<file path="src/rtl/pg_seq_pkg.sv">
package pg_seq_pkg;

  typedef enum logic [3:0] {
    ST_OFF     = 4'd0,
    ST_PWRON   = 4'd1,
    ST_RESTORE = 4'd2,
    ST_RSTREL  = 4'd3,
    ST_ISOREL  = 4'd4,
    ST_CLKON   = 4'd5,
    ST_ON      = 4'd6,
    ST_CLKOFF  = 4'd7,
    ST_ISO     = 4'd8,
    ST_SAVE    = 4'd9,
    ST_RST     = 4'd10,
    ST_PWROFF  = 4'd11
  } step_e;

  typedef enum logic [1:0] {
    PS_OFF  = 2'd0,
    PS_BOOT = 2'd1,
    PS_ON   = 2'd2
  } pwr_state_e;

  typedef struct packed {
    logic clk_en;
    logic iso_n;
    logic save_n;
    logic rst_n;
    logic pwr_on_n;
    logic restore;
  } ctl_t;

  function automatic logic is_entry(step_e s);
    return (s == ST_CLKOFF) || (s == ST_ISO) || (s == ST_SAVE) ||
           (s == ST_RST) || (s == ST_PWROFF);
  endfunction

  function automatic logic is_exit(step_e s);
    return (s == ST_PWRON) || (s == ST_RESTORE) || (s == ST_RSTREL) ||
           (s == ST_ISOREL) || (s == ST_CLKON);
  endfunction

endpackage

</file>
<file path="src/rtl/pg_dwell_timer.sv">
module pg_dwell_timer #(
  parameter int unsigned CNT_W = 8
) (
  input  logic             clk_i,
  input  logic             rst_ni,
  input  logic             load_i,
  input  logic [CNT_W-1:0] load_val_i,
  input  logic             tick_i,
  output logic             done_o
);

  logic [CNT_W-1:0] cnt_q;

  always_ff @(posedge clk_i or negedge rst_ni) begin
    if (!rst_ni)                      cnt_q <= '0;
    else if (load_i)                  cnt_q <= load_val_i;
    else if (tick_i && cnt_q != '0)   cnt_q <= cnt_q - 1'b1;
  end

  assign done_o = (cnt_q == '0);

  // once expired, the timer stays expired until reloaded
  a_r10_done_sticky: assert property (@(posedge clk_i) disable iff (!rst_ni)
    (done_o && !load_i) |=> done_o);

endmodule

</file>
<file path="src/rtl/pg_step_fsm.sv">
module pg_step_fsm
  import pg_seq_pkg::*;
#(
  parameter int unsigned CNT_W = 8
) (
  input  logic             clk_i,
  input  logic             rst_ni,
  input  logic             sleep_req_i,
  input  logic             wake_req_i,
  input  logic             pwr_ack_i,
  input  logic [CNT_W-1:0] entry_dwell_i,
  input  logic [CNT_W-1:0] exit_dwell_i,
  input  logic             done_i,
  output step_e            step_o,
  output logic             load_o,
  output logic [CNT_W-1:0] load_val_o,
  output logic             tick_o
);

  step_e step_q, step_d;
  logic  pend_sleep_q, pend_wake_q;
  logic  adv;

  always_comb begin
    tick_o = (step_q != ST_PWRON) || pwr_ack_i;
    adv    = done_i && tick_o;
    step_d = step_q;
    unique case (step_q)
      ST_OFF:     if (wake_req_i || pend_wake_q)   step_d = ST_PWRON;
      ST_PWRON:   if (adv) step_d = ST_RESTORE;
      ST_RESTORE: if (adv) step_d = ST_RSTREL;
      ST_RSTREL:  if (adv) step_d = ST_ISOREL;
      ST_ISOREL:  if (adv) step_d = ST_CLKON;
      ST_CLKON:   if (adv) step_d = ST_ON;
      ST_ON:      if (sleep_req_i || pend_sleep_q) step_d = ST_CLKOFF;
      ST_CLKOFF:  if (adv) step_d = ST_ISO;
      ST_ISO:     if (adv) step_d = ST_SAVE;
      ST_SAVE:    if (adv) step_d = ST_RST;
      ST_RST:     if (adv) step_d = ST_PWROFF;
      ST_PWROFF:  if (adv) step_d = ST_OFF;
      default:    step_d = ST_OFF;
    endcase
  end

  assign load_o     = (step_d != step_q);
  assign load_val_o = is_entry(step_d) ? entry_dwell_i : exit_dwell_i;
  assign step_o     = step_q;

  always_ff @(posedge clk_i or negedge rst_ni) begin
    if (!rst_ni) begin
      step_q       <= ST_OFF;
      pend_sleep_q <= 1'b0;
      pend_wake_q  <= 1'b0;
    end else begin
      step_q <= step_d;
      // opposite-direction requests are deferred, never abort a sequence
      if (step_q == ST_ON && step_d == ST_CLKOFF) pend_sleep_q <= 1'b0;
      else if (sleep_req_i && is_exit(step_q))   pend_sleep_q <= 1'b1;
      if (step_q == ST_OFF && step_d == ST_PWRON) pend_wake_q <= 1'b0;
      else if (wake_req_i && is_entry(step_q))   pend_wake_q <= 1'b1;
    end
  end

  // power-up step cannot be left while the switch has not acknowledged
  a_r3_pwron_waits_ack: assert property (@(posedge clk_i) disable iff (!rst_ni)
    (step_q == ST_PWRON && !pwr_ack_i) |=> (step_q == ST_PWRON));

  // shutdown, once started, only moves forward
  a_r8_no_abort_entry: assert property (@(posedge clk_i) disable iff (!rst_ni)
    (step_q == ST_SAVE) |=> (step_q == ST_SAVE || step_q == ST_RST));

  // wake, once started, only moves forward
  a_r8_no_abort_exit: assert property (@(posedge clk_i) disable iff (!rst_ni)
    (step_q == ST_RESTORE) |=> (step_q == ST_RESTORE || step_q == ST_RSTREL));

endmodule

</file>
<file path="src/rtl/pg_ctl_decode.sv">
module pg_ctl_decode
  import pg_seq_pkg::*;
(
  input  step_e      step_i,
  output ctl_t       ctl_o,
  output pwr_state_e state_o
);

  always_comb begin
    // default: powered-down pattern
    ctl_o = '{clk_en: 1'b0, iso_n: 1'b0, save_n: 1'b1, rst_n: 1'b0,
              pwr_on_n: 1'b1, restore: 1'b0};
    state_o = PS_BOOT;
    unique case (step_i)
      ST_OFF:     state_o = PS_OFF;
      ST_ON: begin
        ctl_o   = '{1'b1, 1'b1, 1'b1, 1'b1, 1'b0, 1'b0};
        state_o = PS_ON;
      end
      ST_CLKOFF:  ctl_o = '{1'b0, 1'b1, 1'b1, 1'b1, 1'b0, 1'b0};
      ST_ISO:     ctl_o = '{1'b0, 1'b0, 1'b1, 1'b1, 1'b0, 1'b0};
      ST_SAVE:    ctl_o = '{1'b0, 1'b0, 1'b0, 1'b1, 1'b0, 1'b0};
      ST_RST:     ctl_o = '{1'b0, 1'b0, 1'b1, 1'b0, 1'b0, 1'b0};
      ST_PWROFF:  ctl_o = '{1'b0, 1'b0, 1'b1, 1'b0, 1'b1, 1'b0};
      ST_PWRON:   ctl_o = '{1'b0, 1'b0, 1'b1, 1'b0, 1'b0, 1'b0};
      ST_RESTORE: ctl_o = '{1'b0, 1'b0, 1'b1, 1'b0, 1'b0, 1'b1};
      ST_RSTREL:  ctl_o = '{1'b0, 1'b0, 1'b1, 1'b1, 1'b0, 1'b0};
      ST_ISOREL:  ctl_o = '{1'b0, 1'b1, 1'b1, 1'b1, 1'b0, 1'b0};
      ST_CLKON:   ctl_o = '{1'b1, 1'b1, 1'b1, 1'b1, 1'b0, 1'b0};
      default:    state_o = PS_BOOT;
    endcase
  end

endmodule

</file>
<file path="src/rtl/pg_iso_clamp.sv">
module pg_iso_clamp #(
  parameter int unsigned DATA_W = 8
) (
  input  logic              iso_ni,
  input  logic [DATA_W-1:0] data_i,
  output logic [DATA_W-1:0] data_o
);

  for (genvar b = 0; b < DATA_W; b++) begin : g_bit
    assign data_o[b] = data_i[b] | ~iso_ni;
  end

endmodule

</file>
<file path="src/rtl/pg_seq_ctrl.sv">
module pg_seq_ctrl
  import pg_seq_pkg::*;
#(
  parameter int unsigned CNT_W  = 8,
  parameter int unsigned DATA_W = 8
) (
  input  logic              clk_i,
  input  logic              rst_ni,
  input  logic              sleep_req_i,
  input  logic              wake_req_i,
  input  logic              pwr_ack_i,
  input  logic [CNT_W-1:0]  entry_dwell_i,
  input  logic [CNT_W-1:0]  exit_dwell_i,
  input  logic [DATA_W-1:0] dom_data_i,
  output logic [DATA_W-1:0] dom_data_o,
  output logic              clk_en_o,
  output logic              iso_no,
  output logic              save_no,
  output logic              rst_no,
  output logic              pwr_on_no,
  output logic              restore_o,
  output logic [1:0]        pwr_state_o
);

  step_e            step;
  logic             load, tick, done;
  logic [CNT_W-1:0] load_val;
  ctl_t             ctl;
  pwr_state_e       pstate;

  pg_step_fsm #(.CNT_W(CNT_W)) u_fsm (
    .clk_i        (clk_i),
    .rst_ni       (rst_ni),
    .sleep_req_i  (sleep_req_i),
    .wake_req_i   (wake_req_i),
    .pwr_ack_i    (pwr_ack_i),
    .entry_dwell_i(entry_dwell_i),
    .exit_dwell_i (exit_dwell_i),
    .done_i       (done),
    .step_o       (step),
    .load_o       (load),
    .load_val_o   (load_val),
    .tick_o       (tick)
  );

  pg_dwell_timer #(.CNT_W(CNT_W)) u_timer (
    .clk_i     (clk_i),
    .rst_ni    (rst_ni),
    .load_i    (load),
    .load_val_i(load_val),
    .tick_i    (tick),
    .done_o    (done)
  );

  pg_ctl_decode u_dec (
    .step_i (step),
    .ctl_o  (ctl),
    .state_o(pstate)
  );

  pg_iso_clamp #(.DATA_W(DATA_W)) u_clamp (
    .iso_ni(ctl.iso_n),
    .data_i(dom_data_i),
    .data_o(dom_data_o)
  );

  assign clk_en_o    = ctl.clk_en;
  assign iso_no      = ctl.iso_n;
  assign save_no     = ctl.save_n;
  assign rst_no      = ctl.rst_n;
  assign pwr_on_no   = ctl.pwr_on_n;
  assign restore_o   = ctl.restore;
  assign pwr_state_o = pstate;

  // no direct jump between OFF and ON
  a_r7_no_skip_up: assert property (@(posedge clk_i) disable iff (!rst_ni)
    (pwr_state_o == 2'd2) |-> ($past(pwr_state_o) != 2'd0));
  a_r7_no_skip_down: assert property (@(posedge clk_i) disable iff (!rst_ni)
    (pwr_state_o == 2'd0) |-> ($past(pwr_state_o) != 2'd2));

  // the clamp is only active while the clock is stopped
  a_r2_iso_clk_off: assert property (@(posedge clk_i) disable iff (!rst_ni)
    !iso_no |-> !clk_en_o);

  // the switch is only open while clamped and in reset
  a_r2_off_safe: assert property (@(posedge clk_i) disable iff (!rst_ni)
    pwr_on_no |-> (!iso_no && !rst_no && !clk_en_o));

  // save happens isolated, powered and out of reset
  a_r5_save_window: assert property (@(posedge clk_i) disable iff (!rst_ni)
    !save_no |-> (!iso_no && rst_no && !pwr_on_no && !restore_o));

  // restore starts only after the switch acknowledged
  a_r3_restore_after_ack: assert property (@(posedge clk_i) disable iff (!rst_ni)
    $rose(restore_o) |-> ($past(pwr_ack_i) && !pwr_on_no));

endmodule

</file>
<file path="config.mk">
export PLATFORM = sky130hd
export DESIGN_NAME = pg_seq_ctrl
export DESIGN_NICKNAME = d
export VERILOG_FILES = /design/src/rtl/pg_seq_pkg.sv /design/src/rtl/pg_dwell_timer.sv /design/src/rtl/pg_step_fsm.sv /design/src/rtl/pg_ctl_decode.sv /design/src/rtl/pg_iso_clamp.sv /design/src/rtl/pg_seq_ctrl.sv
export SDC_FILE = /design/constraint.sdc
export NUM_CORES = 1
export LEC_CHECK = 0
export ABC_AREA = 1
export BUFFER_PORTS_ARGS = -buffer_cell sky130_fd_sc_hd__buf_2
export CORE_MARGIN = 1.5
export CORE_UTILIZATION = 30
export CTS_CLUSTER_SIZE = 10
export DETAILED_ROUTE_END_ITERATION = 8
export HOLD_SLACK_MARGIN = 0.1
export PLACE_DENSITY = 0.53
export SYNTH_ARGS = -nofsm -noshare
export SYNTH_HDL_FRONTEND = slang
export SYNTH_SLANG_ARGS = --single-unit
</file>
<file path="constraint.sdc">
create_clock -name clk_i -period 2.4 [get_ports clk_i]
set_clock_uncertainty 0.15 [all_clocks]
set_input_delay 0.12 -clock clk_i [delete_from_list [all_inputs] [get_ports clk_i]]
set_output_delay 0.12 -clock clk_i [all_outputs]
set_load 0.1 [all_outputs]
</file>
==> results of run 1 <==
-- final cells by class --
class | count | area [um^2] | area share
inverters | 32 | 120 | 0.0650
clock buffers | 4 | 55.1 | 0.0298
well taps | 52 | 65.1 | 0.0352
multi-input cells | 132 | 876 | 0.474
flip-flops and latches | 14 | 350 | 0.190
repair buffers | 60 | 380 | 0.206
-- cell usage after synthesis, types with 6 or more instances --
library cell | number | area (um^2)
sky130_fd_sc_hd__dfrtp_1 | 14 | 350
sky130_fd_sc_hd__or2_2 | 9 | 56.3
sky130_fd_sc_hd__nand3_1 | 11 | 55.1
sky130_fd_sc_hd__nand2_2 | 8 | 50.1
sky130_fd_sc_hd__inv_2 | 9 | 33.8
sky130_fd_sc_hd__xor2_1 | 6 | 52.6
sky130_fd_sc_hd__nor2_1 | 23 | 86.3
sky130_fd_sc_hd__inv_1 | 23 | 86.3
sky130_fd_sc_hd__nand2_1 | 26 | 97.6
sky130_fd_sc_hd__nand3_2 | 9 | 90.1
-- how the worst max path moves through the flow --
| stage | to | slack (ns) | cells after the start |
|---|---|---|---|
| floorplan | pwr_state_o[0] | 0.04 | 4 |
| global placement | u_timer.cnt_q[1]$_DFFE_PN0P_ | 0.36 | 13 |
| detailed placement | u_timer.cnt_q[4]$_DFFE_PN0P_ | 0.36 | 12 |
| CTS | rst_no | 0.28 | 5 |
| global route | u_timer.cnt_q[5]$_DFFE_PN0P_ | 0.14 | 13 |
| finish | rst_no | 0.29 | 5 |
-- per-layer routing --
layer / global-route usage / vias up / share of wire
met2: 0.229 / 23 / 0.49
met3: 0.0173 / 2 / 0.030
met1: 0.194 / 577 / 0.47
met5: 0 / - / 0
li1: - / 694 / -
met4: 0.0513 / 0 / 0.011
-- per-stage QoR --
stage	instances	total power, mW	hold slack [ns]
after detailed placement	274	0.881	-0.102
after global routing	294	1.24	0.144
after floorplan	181	0.781	-0.326
after global placement	274	0.889	-0.100
after CTS	294	1.14	0.115
final	294	1.12	0.111
-- registers in the layout, summed over array words and instances (netlist names) --
signal	count
u_fsm.pend_wake_q	1
u_fsm.step_o	4
u_timer.cnt_q	8
u_fsm.pend_sleep_q	1
-- cells by family (layout without fill, tap and decap cells) --
kind of cell,Yosys count,after routing,share of synthesized area
xor+xnor,8,8,0.0514
buf+inv,35,96,0.114
flops,14,14,0.257
compound gates,20,20,0.119
simple gates,102,102,0.440
fa+ha+maj,2,2,0.0183
-- power groups by stage --
stage               registers, mW  clock network, mW  logic, mW
floorplan                   0.382                  0      0.399
global placement            0.405                  0      0.484
detailed placement          0.404                  0      0.476
CTS                         0.400              0.240      0.499
global route                0.416              0.249      0.573
finish                      0.399              0.233      0.492
-- worst max-delay path, stage by stage, from the launching register on --
cell	delay (ns)
sky130_fd_sc_hd__dfrtp_1	0.47
sky130_fd_sc_hd__inv_2	0.09
sky130_fd_sc_hd__nor2_1	0.30
sky130_fd_sc_hd__inv_1	0.14
sky130_fd_sc_hd__o22ai_2	0.16
sky130_fd_sc_hd__buf_2	0.45
-- what timing repair did --
| action | CTS | global route |
|---|---|---|
| gates resized for setup | 0 | 0 |
| hold buffers | 16 | 0 |
| endpoints found under the setup margin | 0 | 0 |
| endpoints found under the hold margin | 24 | 0 |
==> results by stage, run 1 <==
Clock network:
- The root buffer selected by CTS is sky130_fd_sc_hd__clkbuf_8.
- The maximum number of buffers from clock root to sink is 2.
- The clock reaches the later pin of the worst-skew pair after 0.24 ns.
- After clock tree synthesis, the setup repair step added 0 buffers.
- The clock buffer count from CTS is 3.
- TritonCTS built the clock tree.
- After clock tree synthesis, the clock-pin slew on the worst setup and hold paths is 0.06 ns.
- The clock sink total is 14.
- CTS built an H-tree with a depth of 1.

Min path:
- The tightest min-delay check is of the primary input to flop type.
- For hold timing, the worst endpoint is u_timer.cnt_q[7]$_DFFE_PN0P_.
- In this run the most critical hold path is launched from exit_dwell_i[7].
- The worst hold path passes through 5 cells.

Final layout:
- The area growth from synthesis to layout is 35.4%.
- The count of fill cells added during filler insertion is 455.
- The finished cells cover 1850 um^2.
- 0 antenna diodes ended up in the layout.
- The fraction of the core area covered by cells at the end of the flow is 0.424.
- In the layout the commonest cells are 44 x sky130_fd_sc_hd__buf_2, 26 x sky130_fd_sc_hd__nand2_1, 23 x sky130_fd_sc_hd__inv_1, 23 x sky130_fd_sc_hd__nor2_1, 16 x sky130_fd_sc_hd__dlygate4sd3_1.
- The net total in the final layout is roughly 270.
- The leading cell type in the layout, fill and taps excluded is sky130_fd_sc_hd__buf_2.
- The layout cell share with drive strength beyond 1 is 0.442.

Logic synthesis:
- When the netlist entered floorplanning its net count stood at 212.
- Counting flops with a built-in enable in the synthesized netlist gives 0.
- Synthesis handed over a netlist of 181 instances.
- The per-instance average area after synthesis is roughly 7.5 um^2.
- The count of warnings emitted by yosys is 0.
- Synthesis inferred 14 register bits.
- The share of async-settable or async-resettable flops after synthesis is 1.00.
- Synthesis instantiated 34 different standard cells from the library.
- The most used flip-flop cell after synthesis is sky130_fd_sc_hd__dfrtp_1.
- The share of the yosys chip area belonging to registers is 0.257.
- In this run the cell area of the synthesized design comes to 1360 um^2.

Detailed routing:
- Dividing the detail-routed wire length by the instance count gives 11.1 um.
- The count of routing violations after the opening detailed-route iteration is 51.
- In the routed design, unresolved DRC markers number 0.
- Using the TritonRoute via totals, the vias-per-cell ratio works out to 4.41.
- Summing over every cut layer, the via total after detailed routing is 1296.
- The residual antenna-violating net count after detailed routing is 0.
- Wires add up to 3270 um.
- The number of detailed-routing iterations run before antenna repair is 4.

Timing:
- The smallest setup slack after layout is 0.288 ns.
- The relative slew slack is 0.671.
- The clock period minus worst slack is 2.11 ns.
- Setup repair after global routing left no endpoint under its margin.
- The final sum of negative setup slack is 0 ns.
- The final critical-path share of the clock period is 0.880.
- The total of endpoints with negative setup slack in the final report is 0.
- The final max-slew violation count is 0.
- The fmax is 473 MHz.
- The final hold violation count is 0.
- At the pin with the least slew margin, the transition time is between 0.4 and 0.5 ns.

Place:
- Before CTS, the worst setup slack after placement is 0.365 ns.
- The half-perimeter wire length after detailed placement is 2510 um.
- The placer congestion estimate is 0.828.
- The number of buffer cells added on primary ports is 44.
- After detailed placement, the total cell area comes to 1630 um^2.

Run status:
- The run finished with clean final reports.

Critical path:
- Measured in cells, the most critical reg-to-reg path has a length of 12.
- The type of element launching the critical path is a flop.
- The endpoint identified for the worst register-to-register timing path is u_timer.cnt_q[4]$_DFFE_PN0P_.
- The endpoint type of the worst setup path is an output pin.
- The peak fanout along the critical path is 5.
- Data on the critical path is required at its endpoint by 2.13 ns.
- The worst register-to-register path begins at u_timer.cnt_q[0]$_DFFE_PN0P_.
- The critical path in this run is classified as flop to output pin.
- For flop-to-flop paths, the worst setup slack is 0.36 ns.
- The timing startpoint of the critical path is u_fsm.step_o[3]$_DFF_PN0_.
- Data arrives at the worst endpoint at 1.84 ns.

Power and ir drop:
- The internal portion of total power is 0.680 mW.
- The power share of the combinational group is 0.438.
- VDD sags by at most 0.232 mV.
- The net switching component of the power is 0.445 mW.
- The standby leakage power is a little under 0.9 nW.
- The share of total power dissipated in sequential elements is 0.355.
- The part of the power in the clock network is 0.207.
- Dividing total power by cell area gives a power density of 609 nW/um^2.
- Of the total power, the share spent switching nets is 0.396.

Global route:
- The wire length of the first global-routing pass is approximately 5700 um.
- The pin count of the biggest net entering global routing is 15.
- The via count of the first global-routing pass is 1255.
- The number of antenna violations at the first check in global routing came to 0.
- The all-layer global routing usage is 0.142.
- The sum of overflow across all layers after global routing is 0.

Floorplanning:
- The initial standard-cell utilization of the core is 0.313.
- The die span in x is 70.4 um.
- The die outline area is about 5000 um^2.
- The placement row count is 24.
- The die is 70.4 um tall.
- In this run the standard cell core region covers 4350 um^2.
- The I/O pin count is 45.

Flow run:
- The max capacitance violation total is 0.
No activity file was read; power rests on OpenSTA's default activity.
==> run 2, diff against run 1 <==
--- a/config.mk
+++ b/config.mk
@@ -5,14 +5,13 @@
 export SDC_FILE = /design/constraint.sdc
 export NUM_CORES = 1
 export LEC_CHECK = 0
-export ABC_AREA = 1
 export BUFFER_PORTS_ARGS = -buffer_cell sky130_fd_sc_hd__buf_2
 export CORE_MARGIN = 1.5
 export CORE_UTILIZATION = 30
 export CTS_CLUSTER_SIZE = 10
 export DETAILED_ROUTE_END_ITERATION = 8
 export HOLD_SLACK_MARGIN = 0.1
-export PLACE_DENSITY = 0.53
+export PLACE_DENSITY = 0.55
 export SYNTH_ARGS = -nofsm -noshare
 export SYNTH_HDL_FRONTEND = slang
 export SYNTH_SLANG_ARGS = --single-unit
==> run 2 against run 1 <==
Effect of this change:
- worst hold slack improved by 0.032 ns
- via count decreased by 5.5%
- non-clock buffer count increased by 9
==> results by stage, run 2 <==
Detailed routing:
- The routed layout has 1225 vias.
- The total wire length is slightly above 3000 um.
- The average wire per cell in the routed design is roughly 13 um.
- The detail-routed via count per cell is 5.06.
- For this run, design rule violations remaining after detail routing come to 0.
- The first TritonRoute pass finished after 4 iterations.
- After the first detailed-routing iteration, the DRC count stood at 53.
- The residual antenna-violating net count after detailed routing is 0.

Clock network:
- The longest clock path from root to sink contains 2 buffers.
- The number of setup buffers added after CTS is 0.
- TritonCTS built the clock tree.
- Clock-pin slew was measured on the worst setup and hold paths at 0.06 ns.
- CTS saw 14 sinks.
- The clock latency at the later pin of the worst-skew pair is 0.24 ns.
- The total number of H-tree levels is 1.
- The root buffer selected by CTS is sky130_fd_sc_hd__clkbuf_8.
- In this run, CTS created clock tree buffers numbering 3.

Logic synthesis:
- Ranked by instance count, the synthesized netlist is headed by 20 x sky130_fd_sc_hd__mux2i_1, 14 x sky130_fd_sc_hd__dfrtp_1, 12 x sky130_fd_sc_hd__nand2b_1, 12 x sky130_fd_sc_hd__nor2_1.
- The number of unique standard cell types used by synthesis is 36.
- The per-instance average area after synthesis is approximately 9.0 um^2.
- The number of nets handed over by synthesis was 160.
- The dominant synthesized flop cell is sky130_fd_sc_hd__dfrtp_1.
- The share of the yosys chip area belonging to registers is 0.301.
- Synthesis inferred 14 register bits.
- Synthesis handed over a netlist of roughly 130 instances.
- Counting flops with a built-in enable in the synthesized netlist gives 0.
- The mapped netlist covers about 1200 um^2.
- In the synthesized netlist the async set-or-reset flop fraction comes to 1.00.
- Among all cell types in the netlist, the one instantiated most often is sky130_fd_sc_hd__mux2i_1.
- In the post-synthesis netlist, the biggest area contributors are sky130_fd_sc_hd__dfrtp_1 30%, sky130_fd_sc_hd__mux2i_1 17%, sky130_fd_sc_hd__nand2b_1 6.5%.
- The largest area contributor in the netlist is sky130_fd_sc_hd__dfrtp_1.
- The area share of the largest cell type after synthesis is 0.301.
- The count of warnings emitted by yosys is 0.

Global route:
- For this run the aggregate overflow at the end of global routing stands at 0.
- The via count of the first global-routing pass is between 1000 and 1500.
- The wire length of the first global-routing pass is a little over 5000 um.
- In the global route stage, overall resource usage came out at 0.152.
- Entering global routing, the biggest net connects 18 pins.
- The number of antenna violations at the first check in global routing came to 0.

Timing:
- The clock period could shrink to between 2 and 2.5 ns.
- Setup repair after global routing left no endpoint under its margin.
- The total of endpoints with negative setup slack in the final report is 0.
- The final hold violation count is 0.
- Final hold analysis gives a worst-case slack of 0.143 ns.
- The final critical-path share of the clock period is 0.922.
- For this run, the top clock speed supported by timing is 452 MHz.
- At the pin with the least slew margin, the transition time is 0.486 ns.
- The smallest setup slack after layout is 0.187 ns.
- The final max-slew violation count is 0.
- The relative slew slack is 0.679.

Power and ir drop:
- For this design the static power due to leakage is 0.860 nW.
- The power per cell area is around 1100 nW/um^2.
- Across the VDD grid, the largest voltage drop is 0.490 mV.
- The design draws 1.85 mW.

Run status:
- The flow ran to the end, and the final reports show no timing, DRC or antenna violations.

Critical path:
- The startpoint of the lowest-slack register-to-register path is u_fsm.step_o[2]$_DFF_PN0_.
- The endpoint of the most critical register-to-register path is u_timer.cnt_q[7]$_DFFE_PN0P_.
- The type of element launching the critical path is a flop.
- The critical path buffer and inverter count is 0.
- Walking the worst path, the cells encountered are or4b_1 -> or2_1 -> a221o_1 -> a21bo_4 -> mux2i_1.
- The number of cell instances on the worst register-to-register path is 5.
- The register-to-register setup slack is about 0.19 ns.
- The number of cells on the critical path is 5.
- The timing startpoint of the critical path is u_fsm.step_o[2]$_DFF_PN0_.
- The data arrival time of the worst path is 2.23 ns.
- The worst endpoint required time is 2.42 ns.
- Following the worst setup path forward leads to its endpoint at u_timer.cnt_q[7]$_DFFE_PN0P_.
- The dominant delay contributor by cell family on the critical path is simple AND/OR/NAND/NOR gates.
- The endpoint type of the worst setup path is a flop.
- The worst setup path category is flop to flop.
- Of all nets on the critical path, the largest fanout is 8.
- On the worst path, the slowest cell contributes a delay of about 0.56 ns.
- On the critical path, the stage with the largest delay is an instance of sky130_fd_sc_hd__or4b_1.

Floorplanning:
- The total area inside the core boundary comes to 3690 um^2.
- The vertical die dimension is 65.2 um.
- The I/O pin count is 45.
- The die span in x is between 60 and 70 um.
- For this configuration, the core starts out at a cell density of 0.315.
- Row generation in the floorplan step produced 22 rows.
- The die outline area is approximately 4300 um^2.

Final layout:
- Leaving out fill and tap cells, the most frequent cells in the layout are 44 x sky130_fd_sc_hd__buf_2, 20 x sky130_fd_sc_hd__mux2i_1, 18 x sky130_fd_sc_hd__dlygate4sd3_1, 14 x sky130_fd_sc_hd__dfrtp_1, 12 x sky130_fd_sc_hd__nand2b_1.
- Of the cells placed in the final design, the portion with a size suffix greater than 1 is 0.330.
- The fraction of the core area covered by cells at the end of the flow is 0.458.
- The final layout contains 227 nets.
- The register with the most flip-flops in the layout has 8 of them.
- The count of inserted antenna diode cells is 0.
- The library cell used most frequently in the layout, excluding fill and tap cells, is sky130_fd_sc_hd__buf_2.
- Excluding fillers, the count of instances in the completed layout stands at 242.
- The area growth from synthesis to layout is 45.2%.
- Ranked by flip-flop count, first place goes to u_timer.cnt_q.

Min path:
- The worst min-delay path startpoint is wake_req_i.
- In this run the worst hold path is classified as primary input to flop.
- The depth of the worst hold-timing path is 4.

Place:
- Before CTS, the worst setup slack after placement is around 0.038 ns.
- In this run, placement finished with an instance count of 221.
- Summed over all nets, the half-perimeter wirelength after detailed placement is 2290 um.
- Buffers placed on the I/O ports in this run total 44.
- The congestion estimate from routability-driven global placement came to 0.837.

Flow run:
- The tool flagged a number of max-cap violations equal to 0.
==> run 2: cell count changes in the layout (fill, tap and decap cells not counted), sizes merged, moves of 4 or more <==
cell / previous run / this run
inv: 32 / 6
nand2: 37 / 3
mux2i: 0 / 20
nand2b: 0 / 12
or2: 9 / 2
o211ai: 4 / 0
buf: 44 / 51
nand3: 21 / 7
nor2: 32 / 12
==> run 2: how the worst min path moves through the flow <==
| stage | slack, ns | to |
|---|---|---|
| detailed placement | -0.10 | u_fsm.step_o[3]$_DFF_PN0_ |
| finish | 0.14 | u_fsm.pend_wake_q$_DFFE_PN0P_ |
| global route | 0.19 | u_fsm.pend_wake_q$_DFFE_PN0P_ |
| CTS | 0.15 | u_fsm.pend_wake_q$_DFFE_PN0P_ |
| global placement | -0.11 | u_fsm.pend_wake_q$_DFFE_PN0P_ |
| floorplan | -0.33 | u_fsm.pend_sleep_q$_DFFE_PN0P_ |
==> run 2: tightest hold or removal path: cells and delay by family <==
kind                   cells  cell delay, ns
buffers and inverters      1            0.10
and+or+nand+nor            2            0.11
AOI/OAI and AO/OA          1            0.17
==> run 2: through the flow <==
stage	instance area, um^2	setup TNS [ns]
final	1690	0
after global routing	1690	0
after CTS	1670	0
after detailed placement	1450	0
after global placement	1450	0
after floorplan	1180	-0.136
==> run 2: layout make-up <==
cell class              count  area [um^2]
clock buffers               3         41.3
fillers                   374         2000
inverters                   6         22.5
multi-input cells         102          761
flip-flops and latches     14          350
well taps                  48         60.1
repair buffers             69          453
==> run 2: timing repair <==
| action | 4_1_cts | 5_1_grt |
|---|---|---|
| hold buffers | 18 | 0 |
| hold endpoints to repair | 23 | 0 |
| resized for setup | 0 | 4 |
| setup endpoints to repair | 0 | 8 |
==> run 2: logic make-up after synthesis <==
group	Yosys count	synth area share
AO/OA/AOI/OAI	22	0.135
XOR/XNOR	8	0.0603
adder cells (fa/ha/maj)	2	0.0215
buffers and inverters	13	0.0700
flip-flops	14	0.301
multiplexers	20	0.172
AND/OR/NAND/NOR	50	0.240
==> run 2: where the power goes <==
part           switching, mW  internal, mW
sequential             0.117         0.335
clock                 0.0813         0.111
combinational          0.785         0.422
total                  0.984         0.868
==> run 2: metal layers <==
metal	global-route usage	vias to the layer above	wire length, um
li1	-	594	-
met1	0.170	571	1200
met2	0.304	55	1600
met3	0.0154	5	197
met4	0.0391	0	31
met5	0	-	0
